[src/rtl/ext_trig_pkg.sv]
package ext_trig_pkg;

    // bit 1 picks level sensitivity, bit 0 picks the active value
    typedef enum logic [1:0] {
        SENSE_FALL = 2'b00,
        SENSE_RISE = 2'b01,
        SENSE_LOW  = 2'b10,
        SENSE_HIGH = 2'b11
    } sense_e;

    function automatic logic sense_is_level(sense_e m);
        return m[1];
    endfunction

    function automatic logic sense_active_val(sense_e m);
        return m[0];
    endfunction

endpackage

[src/rtl/trig_sync.sv]
module trig_sync #(
    parameter int STAGES = 2
) (
    input  logic clk,
    input  logic rst_n,
    input  logic async_in,
    output logic sync_out
);
    localparam int TOP = STAGES - 1;

    typedef struct packed {
        logic [STAGES-1:0] pipe;
    } sync_st_t;

    sync_st_t st_d, st_q;

    always_comb begin
        st_d = st_q;
        st_d.pipe = {st_q.pipe[TOP-1:0], async_in};
    end

    always_ff @(posedge clk or negedge rst_n) begin
        if (!rst_n) st_q <= '0;
        else        st_q <= st_d;
    end

    assign sync_out = st_q.pipe[TOP];
endmodule

[src/rtl/trig_sense.sv]
module trig_sense
    import ext_trig_pkg::*;
(
    input  logic   clk,
    input  logic   rst_n,
    input  logic   lvl_in,
    input  logic   en,
    input  sense_e mode,
    input  logic   busy,
    output logic   req,
    output logic   ovr_set
);
    typedef struct packed {
        logic   prev;
        logic   en;
        sense_e mode;
        logic   req;
    } sense_st_t;

    sense_st_t st_d, st_q;
    logic cfg_chg, active, edge_seen;

    always_comb begin
        st_d      = st_q;
        cfg_chg   = (mode != st_q.mode) || (en != st_q.en);
        active    = (lvl_in == sense_active_val(mode));
        edge_seen = !cfg_chg && (st_q.prev != lvl_in) && active;
        st_d.prev = lvl_in;
        st_d.en   = en;
        st_d.mode = mode;
        if (sense_is_level(mode)) begin
            st_d.req = en && active;
            ovr_set  = 1'b0;
        end else begin
            st_d.req = en && edge_seen && !busy;
            ovr_set  = en && edge_seen && busy;
        end
    end

    always_ff @(posedge clk or negedge rst_n) begin
        if (!rst_n) st_q <= '{prev: 1'b0, en: 1'b0, mode: SENSE_FALL, req: 1'b0};
        else        st_q <= st_d;
    end

    assign req = st_q.req;
endmodule

[src/rtl/trig_ovr_flag.sv]
module trig_ovr_flag (
    input  logic clk,
    input  logic rst_n,
    input  logic set_i,
    input  logic clr_i,
    output logic flag
);
    typedef struct packed {
        logic flag;
    } ovr_st_t;

    ovr_st_t st_d, st_q;

    always_comb begin
        st_d = st_q;
        if (set_i)      st_d.flag = 1'b1;
        else if (clr_i) st_d.flag = 1'b0;
    end

    always_ff @(posedge clk or negedge rst_n) begin
        if (!rst_n) st_q <= '0;
        else        st_q <= st_d;
    end

    assign flag = st_q.flag;
endmodule

[src/rtl/ext_trig_det.sv]
module ext_trig_det
    import ext_trig_pkg::*;
#(
    parameter int NUM_CH      = 8,
    parameter int SYNC_STAGES = 2
) (
    input  logic              clk,
    input  logic              rst_n,
    input  logic [NUM_CH-1:0] pad_in,
    input  logic              trig_en,
    input  logic [1:0]        sense_sel,
    input  logic              seq_busy,
    input  logic              ovr_clr,
    output logic              start_req,
    output logic              ovr_flag
);
    localparam int TRIG_IDX = NUM_CH - 1;

    logic pin_sync;
    logic ovr_set;

    trig_sync #(.STAGES(SYNC_STAGES)) u_sync (
        .clk      (clk),
        .rst_n    (rst_n),
        .async_in (pad_in[TRIG_IDX]),
        .sync_out (pin_sync)
    );

    trig_sense u_sense (
        .clk     (clk),
        .rst_n   (rst_n),
        .lvl_in  (pin_sync),
        .en      (trig_en),
        .mode    (sense_e'(sense_sel)),
        .busy    (seq_busy),
        .req     (start_req),
        .ovr_set (ovr_set)
    );

    trig_ovr_flag u_ovr (
        .clk   (clk),
        .rst_n (rst_n),
        .set_i (ovr_set),
        .clr_i (ovr_clr),
        .flag  (ovr_flag)
    );
endmodule

[config.mk]
export PLATFORM = sky130hd
export DESIGN_NAME = ext_trig_det
export DESIGN_NICKNAME = d
export VERILOG_FILES = /design/src/rtl/ext_trig_pkg.sv /design/src/rtl/trig_sync.sv /design/src/rtl/trig_sense.sv /design/src/rtl/trig_ovr_flag.sv /design/src/rtl/ext_trig_det.sv
export SDC_FILE = /design/constraint.sdc
export NUM_CORES = 1
export LEC_CHECK = 0
export BUFFER_PORTS_ARGS = -buffer_cell sky130_fd_sc_hd__buf_4
export CORE_AREA = 2 2 39 41
export CTS_BUF_LIST = sky130_fd_sc_hd__clkbuf_2 sky130_fd_sc_hd__clkbuf_4 sky130_fd_sc_hd__clkbuf_8
export DETAILED_ROUTE_END_ITERATION = 10
export DIE_AREA = 0 0 41 43
export GPL_TIMING_DRIVEN = 0
export HOLD_SLACK_MARGIN = 0.15
export PLACE_DENSITY_LB_ADDON = 0.1
export SYNTH_ARGS = -nofsm -noshare
export SYNTH_HDL_FRONTEND = slang
export SYNTH_SLANG_ARGS = --single-unit
export TNS_END_PERCENT = 20
[constraint.sdc]
create_clock -name clk -period 2 [get_ports clk]
set_input_delay 0.4 -clock clk [delete_from_list [all_inputs] [get_ports clk]]
set_output_delay 0.4 -clock clk [all_outputs]
set_load 0.05 [all_outputs]
==> results.sh <==
export IMPL_status="finished clean"
export IMPL_yosys_area_top_type="dfrtp_1"
export IMPL_regArea_um2=200.2
export IMPL_max_slew_margin_rel_pct=84.82
export IMPL_ant_nets=0
export IMPL_fin_crit_ns=1.431
export IMPL_synth_top_area_share_pct=70.18
export IMPL_drive_gt1_share_pct=40.63
export IMPL_path_clk_slew_ns=0.05
export IMPL_rsz0062_at_grt="no"
export IMPL_synth_area_um2=285.3
export IMPL_timing_critical_path_buf_inv=0
export IMPL_hold_slack_ns=0.2535
export IMPL_min_period_over_period_pct=71.57
export IMPL_final_max_slew_violation_count=0
export IMPL_slowest_delay_ns=0.56
export IMPL_wl_per_cell_um=10.06
export IMPL_final_common_cell="buf_4"
export IMPL_endpoint_kind="register"
export IMPL_arrival_ns=1.58
export IMPL_die_x_um=41
export IMPL_num_vias=187
export IMPL_n_antenna_cell=0
export IMPL_port_buffers=9
export IMPL_r2r_slack_ns=0.57
export IMPL_cts_tree="yes"
export IMPL_fp_dieH_um=43
export IMPL_finClkSkew_ns=0.0009608
export IMPL_setup_viol=0
export IMPL_dp_cells=44
export IMPL_cts_repair_resized=0
export IMPL_postSynthCellCount=19
export IMPL_numClockSinks=8
export IMPL_synth_distinct_cells=10
export IMPL_cp_required_ns=2.15
export IMPL_gr_max_usage_layer="met2"
export IMPL_avgSynthCellArea_um2=15.01
export IMPL_syn_nets=34
export IMPL_htreeDepth=1
export IMPL_clk_latency_ns=0.25
export IMPL_multi_input_comb_area_um2=81.33
export IMPL_max_cap_violations=0
export IMPL_viasPerCell=3.896
export IMPL_dieArea_mm2=0.001763
export IMPL_power_density_mw_per_mm2=814.0
export IMPL_root_buffer="clkbuf_4"
export IMPL_grt_overflow=0
export IMPL_synth_area_leaders="dfrtp_1, xnor2_1, xor2_1"
export IMPL_totalWireLength_um=483
export IMPL_clockBufferDepth=2
export IMPL_hp_class="in -> reg"
export IMPL_ys_seq_area_share_pct=70.18
export IMPL_grt_pass1_vias=230
export IMPL_grt_max_degree=9
export IMPL_ios=17
export IMPL_nets=49
export IMPL_gp_congestion=0.6174
export IMPL_areaGrowthSynthToFinish_pct=42.11
export IMPL_grt_total_usage_pct=8.749
export IMPL_worst_slew_pin_slew_ns=0.2252
export IMPL_finalHoldViolations=0
export IMPL_antenna_found_initial=0
export IMPL_fmax_mhz=698.7
export IMPL_tns_ns=0
export IMPL_fillers=145
export IMPL_final_cell_mix="buf_4, dfrtp_1, clkbuf_4"
export IMPL_cp_top_family="simple AND/OR/NAND/NOR gates"
export IMPL_grt_pass1_wl_um=931
export IMPL_core_area_mm2=0.001384
export IMPL_numCtsBuffers=3
export IMPL_crit_path_top_delay_cell="or4_1"
export IMPL_dpl_cell_area_um2=372.9
export IMPL_stdcell_count=48
export IMPL_firstDrtPassIters=3
export IMPL_p_leak_nw=0.1927
export IMPL_design_area_um2=405.4
export IMPL_use_met1_pct=10.07
export IMPL_ctsHoldBuffers=1
export IMPL_drtIter0Drc=2
export IMPL_crit_fanout=3
export IMPL_final_util_pct=29.29
export IMPL_startpoint_type="register"
export IMPL_grtUsageMet3_pct=3.665
export IMPL_drc_errors=0
export IMPL_critPathKind="reg -> reg"
export IMPL_cts_setup_buffers=0
export IMPL_grt_use_met2_pct=10.63
export IMPL_num_rows=14
export IMPL_ys_warnings_count=0
export IMPL_ir_worst_vdd_mv=0.3390
export IMPL_synth_seq_cells=8
export IMPL_crit_path_cell_trace="xnor2_1 -> or4_1 -> o31ai_1"
export IMPL_start_util_pct=20.61
[final cells by class]
cell class                 count  share of cell area (%)
sequential                     8                   49.38
inverter                       1                  0.9259
tap                           16                   4.938
clock buffer                   3                   5.556
multi-input combinational     10                   20.06
timing repair buffer          10                   19.14
[per-layer routing]
metal / up-vias / routed length, µm
met2: 7 / 243
li1: 90 / -
met1: 88 / 204
met5: - / 0
met3: 2 / 22
met4: 0 / 12
[worst reg2reg max path: cells and delay by family (launching register included)]
kind | cells | cell delay (ns)
and+or+nand+nor | 1 | 0.56
AOI/OAI and AO/OA | 1 | 0.23
xor gates and xnor gates | 1 | 0.13
DFF | 1 | 0.41
[cell usage after synthesis]
master,count
o31ai_1,1
nand2b_1,1
nand2_1,1
inv_1,1
or4_1,1
xor2_1,2
nand3_1,1
xnor2_1,2
dfrtp_1,8
o41ai_2,1
[logic make-up after synthesis]
family / Yosys count / share of synthesized area [%]
AO/OA/AOI/OAI: 2 / 8.336
buffers and inverters: 1 / 1.315
XOR/XNOR: 4 / 12.28
AND/OR/NAND/NOR: 4 / 7.894
flip-flops: 8 / 70.17
[stage by stage]
step / power [mW] / worst slack [ns]
2_1_floorplan: 0.1904 / 0.6745
3_3_place_gp: 0.2109 / 0.4975
3_5_place_dp: 0.2115 / 0.4699
4_1_cts: 0.3381 / 0.5527
5_1_grt: 0.3505 / 0.4885
6_report: 0.3300 / 0.5687
[path summary, 6_finish.rpt]
kind	from	endpoint	cells after the start
max	u_sync.st_q[1]	u_sense.req	3
min	pad_in[7]	u_sync.st_q[0]	1
max reg2reg	u_sync.st_q[1]	u_sense.req	3
min reg2reg	u_sync.st_q[0]	u_sync.st_q[1]	0
max in group asynchronous	rst_n	u_sense.st_q[2]	2
min in group asynchronous	rst_n	u_sense.st_q[4]	2
[state kept, by name, summed over array words and instances, names as in the netlist]
signal        flops
u_sync.st_q       2
u_sense.req       1
u_ovr.flag        1
u_sense.st_q      4
[report_power, final]
| group | internal [mW] | total [mW] | switching, mW | leakage (nW) |
|---|---|---|---|---|
| logic | 0.0181 | 0.0363 | 0.0182 | 0.0816 |
| clock network | 0.0685 | 0.121 | 0.0523 | 0.0138 |
| registers | 0.170 | 0.173 | 0.00325 | 0.0973 |
| total | 0.256 | 0.330 | 0.0738 | 0.193 |
Power figures use the tool's default switching activity.
